<file path="src/rtl/uart_fe_pkg.sv">
`timescale 1ns/1ps
package uart_fe_pkg;

    localparam int DATA_W  = 8;
    localparam int FRAME_W = 12;

    typedef enum logic [1:0] {
        WIDTH_5 = 2'd0,
        WIDTH_6 = 2'd1,
        WIDTH_7 = 2'd2,
        WIDTH_8 = 2'd3
    } width_e;

    typedef enum logic [2:0] {
        RX_IDLE,
        RX_START,
        RX_DATA,
        RX_PARITY,
        RX_STOP,
        RX_WAIT_HIGH
    } rx_state_e;

    typedef struct packed {
        logic [DATA_W-1:0] data;
        logic              par_err;
        logic              stop_err;
        logic              brk;
    } rx_char_t;

    function automatic logic [3:0] data_bits(width_e w);
        return 4'd5 + {2'b00, w};
    endfunction

    function automatic logic [DATA_W-1:0] data_mask(width_e w);
        return 8'hFF >> (4'd8 - data_bits(w));
    endfunction

    function automatic logic par_bit(logic [DATA_W-1:0] d, logic even);
        return even ? ^d : ~^d;
    endfunction

    // Whole frame, bit 0 first on the line; unused upper positions are 1.
    function automatic logic [FRAME_W-1:0] make_frame(logic [DATA_W-1:0] d, width_e w,
                                                     logic par_en, logic even);
        logic [FRAME_W-1:0] f;
        logic [FRAME_W-1:0] dx;
        logic [DATA_W-1:0]  dm;
        int n;
        n  = int'(data_bits(w));
        dm = d & data_mask(w);
        dx = {{(FRAME_W-DATA_W){1'b0}}, dm};
        f  = '1;
        f[0] = 1'b0;
        for (int i = 1; i < FRAME_W; i++) begin
            if (i <= n)
                f[i] = dx[i-1];
            else if (par_en && i == n + 1)
                f[i] = par_bit(dm, even);
        end
        return f;
    endfunction

    function automatic logic [3:0] frame_len(width_e w, logic par_en, logic two_stop);
        return 4'd2 + data_bits(w) + {3'b000, par_en} + {3'b000, two_stop};
    endfunction

endpackage

</file>
<file path="src/rtl/uart_fe_sync.sv">
`timescale 1ns/1ps
module uart_fe_sync #(
    parameter int STAGES = 2
) (
    input  logic clk,
    input  logic rst,
    input  logic d_in,
    output logic d_out
);
    logic [STAGES-1:0] q;

    generate
        for (genvar s = 0; s < STAGES; s++) begin : g_stage
            always_ff @(posedge clk) begin
                if (rst)
                    q[s] <= 1'b1;
                else if (s == 0)
                    q[s] <= d_in;
                else
                    q[s] <= q[(s == 0) ? 0 : s-1];
            end
        end
    endgenerate

    assign d_out = q[STAGES-1];
endmodule

</file>
<file path="src/rtl/uart_fe_tx.sv">
`timescale 1ns/1ps
module uart_fe_tx
    import uart_fe_pkg::*;
#(
    parameter int DIV_W = 16
) (
    input  logic              clk,
    input  logic              rst,
    input  logic              active,
    input  logic [DIV_W-1:0]  divisor,
    input  width_e            width,
    input  logic              par_en,
    input  logic              par_even,
    input  logic              two_stop,
    input  logic [DATA_W-1:0] data,
    input  logic              valid,
    output logic              ready,
    output logic              line
);
    logic               busy;
    logic [FRAME_W-1:0] shreg;
    logic [3:0]         left;
    logic [DIV_W-1:0]   cnt;
    logic               bit_end;

    assign bit_end = (cnt == divisor - 1'b1);

    always_ff @(posedge clk) begin
        if (rst || !active) begin
            busy  <= 1'b0;
            shreg <= '1;
            left  <= '0;
            cnt   <= '0;
        end else if (!busy) begin
            if (valid) begin
                shreg <= make_frame(data, width, par_en, par_even);
                left  <= frame_len(width, par_en, two_stop);
                cnt   <= '0;
                busy  <= 1'b1;
            end
        end else if (bit_end) begin
            cnt   <= '0;
            shreg <= {1'b1, shreg[FRAME_W-1:1]};
            left  <= left - 4'd1;
            if (left == 4'd1)
                busy <= 1'b0;
        end else begin
            cnt <= cnt + 1'b1;
        end
    end

    assign ready = active && !busy;
    assign line  = busy ? shreg[0] : 1'b1;
endmodule

</file>
<file path="src/rtl/uart_fe_rx.sv">
`timescale 1ns/1ps
module uart_fe_rx
    import uart_fe_pkg::*;
#(
    parameter int DIV_W = 16
) (
    input  logic             clk,
    input  logic             rst,
    input  logic             active,
    input  logic             line,
    input  logic [DIV_W-1:0] divisor,
    input  logic [DIV_W-1:0] sample,
    input  width_e           width,
    input  logic             par_en,
    input  logic             par_even,
    input  logic             two_stop,
    input  logic             stop_is_break,
    output rx_char_t         char_q,
    output logic             valid,
    input  logic             ready
);
    rx_state_e         st;
    logic [DIV_W-1:0]  cnt;
    logic [2:0]        idx;
    logic [DATA_W-1:0] dat;
    logic              zero_so_far;
    logic              perr;
    logic              serr;
    logic              second_stop;

    logic              smp;
    logic              bit_end;
    logic [DIV_W-1:0]  cnt_nxt;
    logic              last_data;
    logic              last_stop;
    logic              fin_serr;
    logic              fin_brk;

    always_comb begin
        smp       = (cnt == sample);
        bit_end   = (cnt == divisor - 1'b1);
        cnt_nxt   = bit_end ? '0 : cnt + 1'b1;
        last_data = ({1'b0, idx} == data_bits(width) - 4'd1);
        last_stop = (second_stop == two_stop);
        fin_serr  = serr || !line;
        fin_brk   = (zero_so_far && !line) || (stop_is_break && fin_serr);
    end

    always_ff @(posedge clk) begin
        if (rst) begin
            st          <= RX_IDLE;
            cnt         <= '0;
            idx         <= '0;
            dat         <= '0;
            zero_so_far <= 1'b0;
            perr        <= 1'b0;
            serr        <= 1'b0;
            second_stop <= 1'b0;
            char_q      <= '0;
            valid       <= 1'b0;
        end else begin
            if (valid && ready)
                valid <= 1'b0;
            if (!active) begin
                st  <= RX_IDLE;
                cnt <= '0;
            end else begin
                unique case (st)
                    RX_IDLE: begin
                        if (!line) begin
                            st          <= RX_START;
                            cnt         <= '0;
                            idx         <= '0;
                            dat         <= '0;
                            zero_so_far <= 1'b1;
                            perr        <= 1'b0;
                            serr        <= 1'b0;
                            second_stop <= 1'b0;
                        end
                    end
                    RX_START: begin
                        cnt <= cnt_nxt;
                        if (smp && line)
                            st <= RX_IDLE;
                        else if (bit_end)
                            st <= RX_DATA;
                    end
                    RX_DATA: begin
                        cnt <= cnt_nxt;
                        if (smp) begin
                            dat[idx] <= line;
                            if (line)
                                zero_so_far <= 1'b0;
                        end
                        if (bit_end) begin
                            idx <= idx + 3'd1;
                            if (last_data)
                                st <= par_en ? RX_PARITY : RX_STOP;
                        end
                    end
                    RX_PARITY: begin
                        cnt <= cnt_nxt;
                        if (smp) begin
                            perr <= (line != par_bit(dat, par_even));
                            if (line)
                                zero_so_far <= 1'b0;
                        end
                        if (bit_end)
                            st <= RX_STOP;
                    end
                    RX_STOP: begin
                        cnt <= cnt_nxt;
                        if (smp) begin
                            if (last_stop) begin
                                char_q.data     <= dat;
                                char_q.par_err  <= perr;
                                char_q.stop_err <= fin_serr;
                                char_q.brk      <= fin_brk;
                                valid           <= 1'b1;
                                cnt             <= '0;
                                st              <= fin_serr ? RX_WAIT_HIGH : RX_IDLE;
                            end else begin
                                serr        <= !line;
                                second_stop <= 1'b1;
                                if (line)
                                    zero_so_far <= 1'b0;
                            end
                        end
                    end
                    RX_WAIT_HIGH: begin
                        if (line)
                            st <= RX_IDLE;
                    end
                    default: st <= RX_IDLE;
                endcase
            end
        end
    end
endmodule

</file>
<file path="src/rtl/uart_frame_engine.sv">
`timescale 1ns/1ps
module uart_frame_engine
    import uart_fe_pkg::*;
#(
    parameter int DIV_W       = 16,
    parameter int SYNC_STAGES = 2
) (
    input  logic             clk,
    input  logic             rst,
    input  logic             cfg_enable,
    input  logic             cfg_tx_en,
    input  logic             cfg_rx_en,
    input  logic [1:0]       cfg_width,
    input  logic             cfg_par_en,
    input  logic             cfg_par_even,
    input  logic             cfg_two_stop,
    input  logic             cfg_stop_is_break,
    input  logic [DIV_W-1:0] cfg_divisor,
    input  logic [DIV_W-1:0] cfg_sample,
    input  logic [7:0]       tx_data,
    input  logic             tx_valid,
    output logic             tx_ready,
    output logic             txd,
    input  logic             rxd,
    output logic [7:0]       rx_data,
    output logic             rx_par_err,
    output logic             rx_stop_err,
    output logic             rx_break,
    output logic             rx_valid,
    input  logic             rx_ready
);
    width_e   width;
    logic     tx_active;
    logic     rx_active;
    logic     rx_line;
    rx_char_t rx_char;

    assign width     = width_e'(cfg_width);
    assign tx_active = cfg_enable && cfg_tx_en;
    assign rx_active = cfg_enable && cfg_rx_en;

    uart_fe_tx #(.DIV_W(DIV_W)) tx_i (
        .clk      (clk),
        .rst      (rst),
        .active   (tx_active),
        .divisor  (cfg_divisor),
        .width    (width),
        .par_en   (cfg_par_en),
        .par_even (cfg_par_even),
        .two_stop (cfg_two_stop),
        .data     (tx_data),
        .valid    (tx_valid),
        .ready    (tx_ready),
        .line     (txd)
    );

    uart_fe_sync #(.STAGES(SYNC_STAGES)) sync_i (
        .clk   (clk),
        .rst   (rst),
        .d_in  (rxd),
        .d_out (rx_line)
    );

    uart_fe_rx #(.DIV_W(DIV_W)) rx_i (
        .clk           (clk),
        .rst           (rst),
        .active        (rx_active),
        .line          (rx_line),
        .divisor       (cfg_divisor),
        .sample        (cfg_sample),
        .width         (width),
        .par_en        (cfg_par_en),
        .par_even      (cfg_par_even),
        .two_stop      (cfg_two_stop),
        .stop_is_break (cfg_stop_is_break),
        .char_q        (rx_char),
        .valid         (rx_valid),
        .ready         (rx_ready)
    );

    assign rx_data     = rx_char.data;
    assign rx_par_err  = rx_char.par_err;
    assign rx_stop_err = rx_char.stop_err;
    assign rx_break    = rx_char.brk;
endmodule

</file>
<file path="config.mk">
export PLATFORM = sky130hd
export DESIGN_NAME = uart_frame_engine
export DESIGN_NICKNAME = d
export VERILOG_FILES = /design/src/rtl/uart_fe_pkg.sv /design/src/rtl/uart_fe_sync.sv /design/src/rtl/uart_fe_tx.sv /design/src/rtl/uart_fe_rx.sv /design/src/rtl/uart_frame_engine.sv
export SDC_FILE = /design/constraint.sdc
export NUM_CORES = 1
export LEC_CHECK = 0
export CORE_MARGIN = 3
export CORE_UTILIZATION = 40
export DETAILED_ROUTE_END_ITERATION = 6
export PLACE_DENSITY_LB_ADDON = 0.1
export SLEW_MARGIN = 10
export SYNTH_ARGS = -nofsm -noshare
export SYNTH_HDL_FRONTEND = slang
export SYNTH_SLANG_ARGS = --single-unit
</file>
<file path="constraint.sdc">
create_clock -name clk -period 3.9 [get_ports clk]
set_input_delay 0.39 -clock clk [delete_from_list [all_inputs] [get_ports clk]]
set_output_delay 0.39 -clock clk [all_outputs]
set_load 0.02 [all_outputs]
</file>
==> metrics.md <==
| Metric | Value |
|---|---|
| Status | `complete, no violations` |
| Avg Cell Area, Syn | `7.84 sq um` |
| Top cell type by total area after synthesis | `dfxtp_1` |
| Die Wd | `127 microns` |
| Vias | `5747` |
| Register area share after synthesis | `27.6%` |
| Worst vdd ir | `0.201 mV` |
| Pint | `1.50 mW` |
| Clock-pin transition on the worst setup and hold timing paths | `70 ps` |
| Area Overhead vs Synth | `19.6%` |
| Fin area | `7030 sq um` |
| Critical path endpoint category | `flip-flop` |
| EDFF count, synth | `0` |
| IO Pins | `68` |
| Synth top area cells | `dfxtp_1 (28%), xnor2_1 (8.3%), nand2_1 (5.2%)` |
| H-tree levels | `3` |
| Initial antenna violation count | `0` |
| Largest net degree at the start of global routing | `28` |
| Fin crit share | `95.2%` |
| Proportion of layout cells with a drive suffix above 1 | `9.86%` |
| Asr flop ratio synth | `0%` |
| Sequential share of power | `41.3%` |
| Root buf cell | `clkbuf_16` |
| Die area | `16200 sq um` |
| Syn Inst Count | `750` |
| Routed wire per std cell | `16.8 microns` |
| Crit path from | `cfg_divisor[1]` |
| Post-layout minimum cycle time | `3710 ps` |
| GRT Overall Usage | `20.1%` |
| Power Density | `290 nW/um^2` |
| Switching Share | `26.5%` |
| MaxCap Viol Count | `0` |
| Measured slew at the worst slew-check pin | `969 ps` |
| Longest Clk Path Bufs | `2` |
| Post-DP HPWL | `12300 microns` |
| Hold Vio Cnt, Final | `0` |
| Clock Skews | `7.59 ps` |
| Setup-failing EPs final | `0` |
| Critical path startpoint category | `primary input` |
| Worst hold path type | `flip-flop to flip-flop` |
| Main synth FF type | `dfxtp_1` |
| Combinational power share | `14.7%` |
| Input/output buffers | `67` |
| Hold Crit Start | `sync_i.q[0]` |
| Setup slack, reg-to-reg | `920 ps` |
| Worst-skew pair later-pin latency | `340 ps` |
| Cell Area, Synth | `5880 sq um` |
| Core Footprint | `14100 sq um` |
| DR DRC count | `0` |
| R2R cell count | `7` |
| Share of the synthesized area in the top cell type | `27.6%` |
| Tot Pwr | `2.04 mW` |
| Initial Utilization | `41.6%` |
| Max Fclk | `0.269 GHz` |
| Switching pwr | `0.539 mW` |
| CTS Hold Bufs | `0` |
| Fin nets | `867` |
| Crit-path max FO | `15` |
| Cell Area, Placed | `6720 sq um` |
| Net Count, Synth | `821` |
| Final WL | `16500 microns` |
| Top-count cell post-synth | `nand2_1` |
| Clock group share of total power | `43.9%` |
| CTS tree | `done` |
| Number of global-route vias before repair | `5451` |
| Final Max Tran Viols | `0` |
| Diodes inserted | `0` |
| Drt pass-1 iters | `5` |
| Worst Path Required | `4100 ps` |
| Row cnt | `43` |
| Critical R2R Launch | `tx_i.cnt[8]` |
| Max-slew headroom | `35.3%` |
| Congestion Overflow GR | `0` |
| Final Non-Filler Cells | `981` |
| Post-synth top cells | `nand2_1 (82), dfxtp_1 (81), nor2_1 (63), xnor2_1 (56), o21ai_0 (47)` |
| Critical Path Sink | `tx_i.shreg[1]` |
| DRT iter0 DRCs | `493` |
| Yosys Warn Count | `0` |
| Setup Fix Bufs, Post-CTS | `0` |
| Detail Route Antenna Nets | `0` |
| First-pass GRT wire length | `26800 microns` |
| Die Ht | `127 microns` |
| Sink Count | `81` |
| Crit Path Class | `primary input to flip-flop` |
| DP Cell Count | `965` |
| Via/cell ratio | `5.86` |
| Pleak | `2.44 nW` |
| CTS Buf Count | `9` |
| CP Data Arrival Time | `3910 ps` |
| Post-synthesis register bit count | `81` |
| Synth unique cells | `76` |
| FF-to-FF End | `tx_i.shreg[1]` |
| RSZ-0062 raised after global routing | `no` |
| RD Place Congestion | `0.895` |
per-layer routing:
metal / track usage (%) / vias to the layer above / wire length [microns]
met3: 4.18 / 29 / 936
met2: 34.0 / 202 / 7750
met4: 6.06 / 0 / 362
met5: 0 / - / 0
li1: - / 2804 / -
met1: 25.9 / 2712 / 7410
worst max-delay path: stages:
cell and delay (ps):
clkdlybuf4s50_1 580, inv_1 70, ha_1 230, or3b_1 380, o31ai_1 120, a221oi_1 440
o2111ai_1 240, nor4_4 470, a31oi_2 380, a2111oi_0 540, a21oi_1 70
placed cells by master (no fill, tap or decap), types with 7 or more instances in the layout:
cell             count
ha_1                16
nand4_1             23
nor3_1              12
o311ai_1             8
dfxtp_1             81
mux2i_1             19
and3_1              10
nand3b_1             7
nor2_1              63
xor2_1              16
nand3_1             22
buf_4               22
clkbuf_16            9
nor2b_1             13
a31oi_1              8
or2_2               12
a21oi_1             43
xnor2_1             56
nand2_1             82
inv_1               20
o21ai_0             47
a211oi_1            15
nor3_2               7
or3_1                7
clkdlybuf4s50_1     67
power by group through the flow:
stage | logic [mW] | clock network (mW) | registers (mW)
after floorplan | 0.186 | 0 | 0.854
after global placement | 0.296 | 0 | 0.861
after detailed placement | 0.299 | 0 | 0.861
after CTS | 0.300 | 0.921 | 0.842
after global routing | 0.328 | 0.955 | 0.843
final | 0.300 | 0.895 | 0.842
cell families (layout without fill, tap and decap cells):
logic type	Yosys count	after routing	share of synthesized area (%)
simple gates	297	297	27.2
compound gates	186	186	21.2
flops	81	81	27.6
xor+xnor	75	75	11.9
buf+inv	75	126	5.17
mux	19	19	3.23
fa+ha+maj	17	17	3.75
flip-flops by register name, indices dropped and copies added, names as in the netlist, 3 cells and up:
register     count
tx_i.cnt        16
rx_i.idx         3
rx_i.st          3
rx_i.dat         8
tx_i.shreg      12
tx_i.left        4
rx_i.cnt        16
rx_i.char_q     11
how the worst min path moves through the flow:
stage / slack, ps / depth (start not counted) / end
3_5_place_dp: 400 / 1 / sync_i.d_out
4_1_cts: 420 / 1 / sync_i.d_out
3_3_place_gp: 400 / 1 / sync_i.d_out
5_1_grt: 430 / 1 / sync_i.d_out
2_1_floorplan: 390 / 1 / sync_i.d_out
6_report: 410 / 1 / sync_i.d_out
stage by stage:
step | util, % | hold slack, ps | setup WS [ps] | setup TNS [ps]
4_1_cts | 49.7 | 417 | 294 | 0
5_1_grt | 49.7 | 433 | 4.33 | 0
3_3_place_gp | 47.5 | 401 | 104 | 0
2_1_floorplan | - | 389 | 904 | 0
6_report | 49.7 | 414 | 187 | 0
3_5_place_dp | 47.5 | 398 | -53.2 | -183
repair_timing:
action,4_1_cts,5_1_grt
hold endpoints to repair,0,0
resized for setup,0,1
endpoints found under the setup margin,0,1
cell type report:
cell class / instances / area [sq um]
well taps: 180 / 225
clock inverters: 6 / 73.8
inverters: 21 / 78.8
flip-flops and latches: 81 / 1620
repair buffers: 89 / 836
clock buffers: 10 / 239
fillers: 1388 / 7120
multi-input cells: 594 / 3960
Power figures use the tool's default switching activity.
